--- src/rtl/gptmr_pkg.sv ---
package gptmr_pkg;

    typedef enum logic [1:0] {
        SRC_SYS   = 2'b00,
        SRC_DIV   = 2'b01,
        SRC_PIN   = 2'b10,
        SRC_CHAIN = 2'b11
    } src_e;

    typedef enum logic [1:0] {
        CAP_OFF  = 2'b00,
        CAP_RISE = 2'b01,
        CAP_FALL = 2'b10,
        CAP_BOTH = 2'b11
    } cap_e;

    typedef enum logic {
        OUT_PULSE  = 1'b0,
        OUT_TOGGLE = 1'b1
    } omode_e;

    typedef struct packed {
        omode_e omode;
        cap_e   cap;
        src_e   src;
        logic   en;
    } ctrl_t;

    typedef struct packed {
        logic cap_evt;
        logic ref_evt;
    } stat_t;

    localparam int          ADDR_W    = 3;
    localparam int          CTRL_W    = $bits(ctrl_t);
    localparam int          STAT_W    = $bits(stat_t);
    localparam logic [2:0]  A_CTRL    = 3'd0;
    localparam logic [2:0]  A_REF     = 3'd1;
    localparam logic [2:0]  A_COUNT   = 3'd2;
    localparam logic [2:0]  A_CAPTURE = 3'd3;
    localparam logic [2:0]  A_STATUS  = 3'd4;

    function automatic logic cap_hit(input cap_e mode, input logic rise, input logic fall);
        logic [1:0] m;
        m = mode;
        return (rise && m[0]) || (fall && m[1]);
    endfunction

endpackage

--- src/rtl/gptmr_sync.sv ---
module gptmr_sync #(
    parameter int STAGES = 2
) (
    input  logic clk,
    input  logic rst,
    input  logic din,
    output logic rise,
    output logic fall
);
    localparam int SH_W = STAGES + 1;

    logic [SH_W-1:0] sh_q;

    always_ff @(posedge clk) begin
        if (rst) sh_q <= '0;
        else     sh_q <= {sh_q[SH_W-2:0], din};
    end

    assign rise = sh_q[STAGES-1] & ~sh_q[STAGES];
    assign fall = ~sh_q[STAGES-1] & sh_q[STAGES];
endmodule

--- src/rtl/gptmr_prescale.sv ---
module gptmr_prescale #(
    parameter int DIV = 16
) (
    input  logic clk,
    input  logic rst,
    output logic strobe
);
    localparam int PW = (DIV > 1) ? $clog2(DIV) : 1;
    localparam logic [PW-1:0] LAST = PW'(DIV - 1);

    logic [PW-1:0] pre_q;

    assign strobe = (pre_q == LAST);

    always_ff @(posedge clk) begin
        if (rst)         pre_q <= '0;
        else if (strobe) pre_q <= '0;
        else             pre_q <= pre_q + 1'b1;
    end
endmodule

--- src/rtl/gptmr_core.sv ---
module gptmr_core #(
    parameter int W = 16
) (
    input  logic         clk,
    input  logic         rst,
    input  logic         tick,
    input  logic [W-1:0] ref_val,
    input  logic         toggle_mode,
    output logic [W-1:0] cnt,
    output logic         match,
    output logic         tout
);
    logic [W-1:0] cnt_q;

    assign match = tick && (cnt_q == ref_val);
    assign cnt   = cnt_q;

    always_ff @(posedge clk) begin
        if (rst)        cnt_q <= '0;
        else if (match) cnt_q <= '0;
        else if (tick)  cnt_q <= cnt_q + 1'b1;
    end

    always_ff @(posedge clk) begin
        if (rst)              tout <= 1'b1;
        else if (toggle_mode) tout <= tout ^ match;
        else                  tout <= ~match;
    end
endmodule

--- src/rtl/gp_timer.sv ---
module gp_timer
    import gptmr_pkg::*;
#(
    parameter int CNT_W       = 16,
    parameter int PRE_DIV     = 16,
    parameter int SYNC_STAGES = 2
) (
    input  logic              clk,
    input  logic              rst,
    input  logic              wr_en,
    input  logic [ADDR_W-1:0] addr,
    input  logic [CNT_W-1:0]  wr_data,
    output logic [CNT_W-1:0]  rd_data,
    input  logic              tin,
    output logic              tout,
    input  logic              casc_in,
    output logic              casc_out,
    output logic              evt
);
    ctrl_t            ctrl_q;
    stat_t            stat_q;
    logic [CNT_W-1:0] ref_q;
    logic [CNT_W-1:0] cap_q;
    logic [CNT_W-1:0] cnt_q;
    logic             pin_rise, pin_fall;
    logic             div_strobe;
    logic             src_strobe;
    logic             tick;
    logic             match;
    logic             out_toggle;
    logic             cap_fire;
    logic             wr_ctrl, wr_ref, wr_stat;

    gptmr_sync #(.STAGES(SYNC_STAGES)) u_sync (
        .clk (clk),
        .rst (rst),
        .din (tin),
        .rise(pin_rise),
        .fall(pin_fall)
    );

    gptmr_prescale #(.DIV(PRE_DIV)) u_pre (
        .clk   (clk),
        .rst   (rst),
        .strobe(div_strobe)
    );

    always_comb begin
        case (ctrl_q.src)
            SRC_SYS:   src_strobe = 1'b1;
            SRC_DIV:   src_strobe = div_strobe;
            SRC_PIN:   src_strobe = pin_rise;
            default:   src_strobe = casc_in;
        endcase
    end

    assign tick       = ctrl_q.en && src_strobe;
    assign out_toggle = (ctrl_q.omode == OUT_TOGGLE);

    gptmr_core #(.W(CNT_W)) u_core (
        .clk        (clk),
        .rst        (rst),
        .tick       (tick),
        .ref_val    (ref_q),
        .toggle_mode(out_toggle),
        .cnt        (cnt_q),
        .match      (match),
        .tout       (tout)
    );

    assign casc_out = match;

    assign wr_ctrl  = wr_en && (addr == A_CTRL);
    assign wr_ref   = wr_en && (addr == A_REF);
    assign wr_stat  = wr_en && (addr == A_STATUS);
    assign cap_fire = cap_hit(ctrl_q.cap, pin_rise, pin_fall);

    always_ff @(posedge clk) begin
        if (rst) begin
            ctrl_q <= '0;
            ref_q  <= '0;
        end else begin
            if (wr_ctrl) ctrl_q <= ctrl_t'(wr_data[CTRL_W-1:0]);
            if (wr_ref)  ref_q  <= wr_data;
        end
    end

    always_ff @(posedge clk) begin
        if (rst)           cap_q <= '0;
        else if (cap_fire) cap_q <= cnt_q;
    end

    always_ff @(posedge clk) begin
        if (rst) begin
            stat_q <= '0;
        end else begin
            stat_q.ref_evt <= match    | (stat_q.ref_evt & ~(wr_stat & wr_data[0]));
            stat_q.cap_evt <= cap_fire | (stat_q.cap_evt & ~(wr_stat & wr_data[1]));
        end
    end

    assign evt = stat_q.ref_evt | stat_q.cap_evt;

    always_comb begin
        rd_data = '0;
        case (addr)
            A_CTRL:    rd_data[CTRL_W-1:0] = ctrl_q;
            A_REF:     rd_data = ref_q;
            A_COUNT:   rd_data = cnt_q;
            A_CAPTURE: rd_data = cap_q;
            A_STATUS:  rd_data[STAT_W-1:0] = stat_q;
            default:   rd_data = '0;
        endcase
    end
endmodule

--- config.mk ---
export PLATFORM = sky130hd
export DESIGN_NAME = gp_timer
export DESIGN_NICKNAME = d
export VERILOG_FILES = /design/src/rtl/gptmr_pkg.sv /design/src/rtl/gptmr_sync.sv /design/src/rtl/gptmr_prescale.sv /design/src/rtl/gptmr_core.sv /design/src/rtl/gp_timer.sv
export SDC_FILE = /design/constraint.sdc
export NUM_CORES = 1
export LEC_CHECK = 0
export ABC_AREA = 0
export BUFFER_PORTS_ARGS = -buffer_cell sky130_fd_sc_hd__clkbuf_2
export CAP_MARGIN = 15
export CORE_UTILIZATION = 40
export CTS_CLUSTER_SIZE = 24
export DETAILED_ROUTE_END_ITERATION = 10
export PLACE_DENSITY = 0.58
export SKIP_LAST_GASP = 1
export SLEW_MARGIN = 40
export SYNTH_ARGS = -nofsm -noshare
export SYNTH_HDL_FRONTEND = slang
export SYNTH_SLANG_ARGS = --single-unit
--- constraint.sdc ---
create_clock -name clk -period 5.9 [get_ports clk]
set_input_delay 0.59 -clock clk [delete_from_list [all_inputs] [get_ports clk]]
set_output_delay 0.59 -clock clk [all_outputs]
set_load 0.02 [all_outputs]
# --- Yosys cells after proc, flatten, opt, wreduce, memory -nomap -nowiden ---
# Index checks and enable logic that the tools add are counted.
word_totals:
  wordCells: 54
  out_inout_bits: 19
  regBits: 64
op_classes:
  reduce_logical: 12
  n_eq_ne: 8
  n_addsub: 2
  n_mux: 5
  n_bitwise: 15
ops:
  columns: ["op", "n"]
  rows:
  - ["$pmux 10 s3", 1]
  - ["$add 16x1->16 const B", 1]
  - ["$eq 16x16->1", 1]
  - ["$pmux 4 s4", 1]
  - ["$pmux 2 s5", 1]
  - ["$logic_and 1x1->1", 7]
  - ["$and 1x1->1", 6]
  - ["$eq 3x2->1 const B", 2]
  - ["$not 1->1", 5]
  - ["$add 4x1->4 const B", 1]
  - ["$eq 4x4->1 const B", 1]
  - ["$reduce_or 2->1", 2]
  - ["$eq 3x1->1 const B", 1]
  - ["$eq 3x3->1 const B", 1]
  - ["$logic_not 3->1", 1]
  - ["$or 1x1->1", 3]
  - ["$pmux 1 s3", 1]
  - ["$eq 2x1->1 const B", 1]
  - ["$eq 2x2->1 const B", 1]
  - ["$logic_not 2->1", 1]
  - ["$logic_or 1x1->1", 1]
  - ["$mux 1", 1]
  - ["$xor 1x1->1", 1]

# --- Depth between registers and ports, before layout ---
depth:
  ltp_word: 7
  depth_mapped: 7

# --- Hierarchy ---
# Synthesis repeated with hierarchy kept, for this count alone.
hier_totals:
  cells_unflattened: 361
  hier_area_um2: 3136.8
by_module_without_submodules:
  columns: ["module", "instances", "cells_per_inst", "area_per_inst_um2"]
  rows:
  - ["gp_timer", 1, 237, 1974.4]
  - ["gptmr_core", 1, 101, 904.6]
  - ["gptmr_prescale", 1, 15, 166.4]
  - ["gptmr_sync", 1, 8, 91.3]

# --- Worst setup path before layout ---
# Ideal clock, no wire load.
synth_path:
  path_type: "input to output"
  startpoint: "in addr[0]"
  endpoint: "out rd_data[1]"
  path_buffers: 2
  slack_ns: 3.535
  path_stages: 5
  arrival_time_ns: 1.775
  cell_sequence: "buf_2 -> clkbuf_1 -> nand2_1 -> o22a_1 -> o22ai_1"
synth_via:
  elab_chain_cells: 2
  word_cells_on_any_way: 6
  cone_classes: "4 x eq/ne; 1 x mux; 1 x reduce/logical"
synth_lines:
  columns: ["element", "line", "source"]
  rows:
  - ["start: declaration", "gp_timer.sv:11", "input logic [ADDR_W-1:0] addr,"]
  - ["$eq 3x3->1, or another cell as far along", "gp_timer.sv:106", "case (addr)"]
  - ["$pmux 2 s5 *", "gp_timer.sv:106", null]
  - ["end: declaration", "gp_timer.sv:13", "output logic [CNT_W-1:0] rd_data,"]
# Mark *: on every way between the ends. The rest lies on a longest branch, timed or not.

# --- Worst setup path after layout ---
layout_path:
  startpoint: "reg u_core.cnt_q[12] (netlist: u_core.cnt[12])"
  endpoint: "out casc_out"
layout_via:
  elab_chain_cells: 2
layout_lines:
  columns: ["element", "line", "source"]
  rows:
  - ["start: declaration", "gptmr_core.sv:13", "logic [W-1:0] cnt_q;"]
  - ["start signal: assignment", "gptmr_core.sv:21", "else if (tick) cnt_q <= cnt_q + 1'b1;"]
  - ["$eq 16x16->1", "gptmr_core.sv:15", "assign match = tick && (cnt_q == ref_val);"]
  - ["$logic_and 1x1->1", "gptmr_core.sv:15", null]
  - ["end: declaration", "gp_timer.sv:17", "output logic casc_out,"]
# Every way passes these cells.

==> results.json <==
{
  "status": "finished, final reports clean",
  "r2r_setup_slack_ps": 3590,
  "whs_endpoint": "u_sync.sh_q[1]",
  "crit_path_top_delay_cell": "nor4_4",
  "syn_area_um2": 3290,
  "cts_tree": "yes",
  "grt_setup_unrepaired": "no",
  "synth_cell_type_count": 48,
  "postCtsSetupBuffers": 0,
  "grt_pass1_wl_um": 13500,
  "fin_crit_sh_pct": 52.6,
  "cp_cell_sequence": "xnor2_1, nand4_1, nor4_4, nand2_1, inv_1, clkbuf_2",
  "ant_nets": 0,
  "drtPass1Iterations": 5,
  "yosys_register_bits": 64,
  "crit_family": "simple AND/OR/NAND/NOR gates",
  "final-hold-violation-count": 0,
  "dieArea_um2": 8580,
  "mostFrequentLayoutCell": "dfxtp_1",
  "critPathMaxFanout": 17,
  "drc": 0,
  "slowest_delay_ps": 710,
  "critical_path_buf_inv_count": 2,
  "p_sw_share_pct": 25.0,
  "powerDensity_nw_per_um2": 239,
  "totalWireLength_um": 8260,
  "finalSetupViolations": 0,
  "reg2regPathDepth": 5,
  "cts_resized": 0,
  "gr-usage-all-layers_pct": 20.8,
  "antenna_found_initial": 0,
  "ios": 43,
  "leakagePower_nw": 1.37,
  "pwr-share-clk_pct": 42.3,
  "clock_path_buffers": 2,
  "grt-ovfl-total": 0,
  "slew_headroom_pct": 46.1,
  "start_util_pct": 41.9,
  "areaGrowthSynthToFinish_pct": 13.2,
  "crit_type": "reg2out",
  "p_comb_share_pct": 7.8,
  "cts_root_buffer": "clkbuf_8",
  "syn_area_per_cell_um2": 8.81,
  "end_kind": "output port",
  "finalCriticalPeriod_ps": 3100,
  "hold_buffers": 0,
  "vdd_drop_max_mv": 0.120,
  "worst_skew_pair.late_latency_ps": 350,
  "grt_start_max_net_pins": 66,
  "place_congestion": 0.828,
  "layout_common_cells": "dfxtp_1, nand2_1, nor2_1",
  "hp-start": "u_sync.sh_q[0]",
  "via_per_inst": 5.43,
  "whs_path_depth": 1,
  "required_ps": 5310,
  "power_frac_seq_pct": 49.9,
  "vias": 2750,
  "fin_skew_ps": 13.2,
  "worst_pin_slew_ps": 802,
  "rows": 32,
  "synth_nets": 399,
  "final_nets": 426,
  "max_freq_mhz": 322,
  "cp-start-kind": "flip-flop",
  "clk_pin_slew_ps": 70,
  "cts_buffers": 9,
  "antenna_cells": 0,
  "drive_gt1_share_pct": 20.8,
  "grt_pass1_vias": 2641,
  "synth.area.top_cells": "dfxtp_1, mux2i_1, nand2_1",
  "yosysTopAreaCell": "dfxtp_1",
  "synth_top_cell_area_share_pct": 39.0,
  "htreeDepth": 3,
  "numClockSinks": 64,
  "synthArstFlopShare_pct": 0,
  "final_max_slew_viol_count": 0,
  "synth_warnings": 0,
  "worstPathArrival_ps": 2510,
  "wire_per_inst_um": 16.3,
  "synth_edf_count": 0,
  "p_int_uw": 667,
  "synth_cells": 373,
  "die_h_um": 92.6,
  "seq_area_frac_synth_pct": 39.0,
  "core_um2": 7850,
  "drv_cap": 0,
  "portBuffers": 42,
  "power.switching_uw": 223,
  "power_uw": 890,
  "hpwl_um": 5740,
  "setup_tns_ps": 0,
  "r2r_start": "u_core.cnt[12]",
  "fillCellCount": 808,
  "worstHoldPathType": "reg2reg",
  "rr_endpoint": "u_core.cnt[9]",
  "synthFlopType": "dfxtp_1",
  "die_x_um": 92.6,
  "drtIter0Drc": 180
}
-- kinds of logic after synthesis --
group	after synthesis	synth area share, %
xor gates and xnor gates	20	5.33
adders and majority gates	2	0.761
buffers and inverters	34	4.53
muxes	38	13.9
and+or+nand+nor	156	24.4
AOI/OAI and AO/OA	59	12.1
DFF	64	39.0
-- power by group through the flow --
stage	Clock (mW)	Combinational (mW)	Sequential, mW
final	0.377	0.0691	0.444
after global routing	0.406	0.0760	0.445
after CTS	0.386	0.0688	0.444
after detailed placement	0	0.0688	0.454
after global placement	0	0.0682	0.454
after floorplan	0	0.0515	0.452
-- registers in the layout (all words and copies together), names as in the netlist --
name,cells
cap_q,16
ref_q,16
u_core.cnt,16
ctrl_q,5
u_pre.pre_q,4
u_sync.sh_q,3
stat_q,2
out_toggle,1
u_core.tout,1
-- per-layer routing --
layer | GRT usage (%) | routed length, µm | share of wire (%) | up-vias
met4 | 9.49 | 163 | 2.0 | 0
li1 | - | - | - | 1365
met2 | 30.3 | 3450 | 42 | 98
met5 | 0 | 0 | 0 | -
met3 | 3.37 | 538 | 6.5 | 12
met1 | 29.9 | 4110 | 50 | 1275
-- cells in the mapped netlist, types with 6 or more instances --
master	n
dfxtp_1	64
nand2_1	47
nor2_1	43
a21oi_1	24
mux2i_1	22
xnor2_1	20
clkbuf_1	18
nor2b_1	12
a22oi_1	11
mux2_2	11
nand4_1	9
and3_1	6
inv_1	6
nor3_1	6
-- final cells by class --
cell class              instances  area (µm²)  share of cell area (%)
flip-flops and latches         64        1280                    34.4
repair buffers                 44         225                    6.05
multi-input cells             275        1870                    50.2
clock inverters                 5        57.6                    1.55
clock buffers                  10         138                    3.70
inverters                       6        22.5                   0.605
well taps                     102         128                    3.43
-- through the flow --
stage	hold slack (ps)	area (µm²)	util [%]	worst slack, ps	cells
2_1_floorplan	414	3290	-	3530	373
5_1_grt	449	3720	47.4	2620	506
3_3_place_gp	421	3520	44.8	2910	491
3_5_place_dp	430	3520	44.9	2940	491
4_1_cts	434	3720	47.4	2840	506
6_report	444	3720	47.4	2800	506
-- how the worst max path moves through the flow --
stage,endpoint,cells past startpoint,slack [ps],from
floorplan,rd_data[1],5,3530,addr[0]
global route,casc_out,6,2620,u_core.cnt[12]
global placement,ref_q[6],5,2910,addr[0]
detailed placement,ref_q[3],5,2940,addr[0]
CTS,casc_out,6,2840,u_core.cnt[12]
finish,casc_out,6,2800,u_core.cnt[12]
Note: power is estimated with default switching activity, not from simulation.
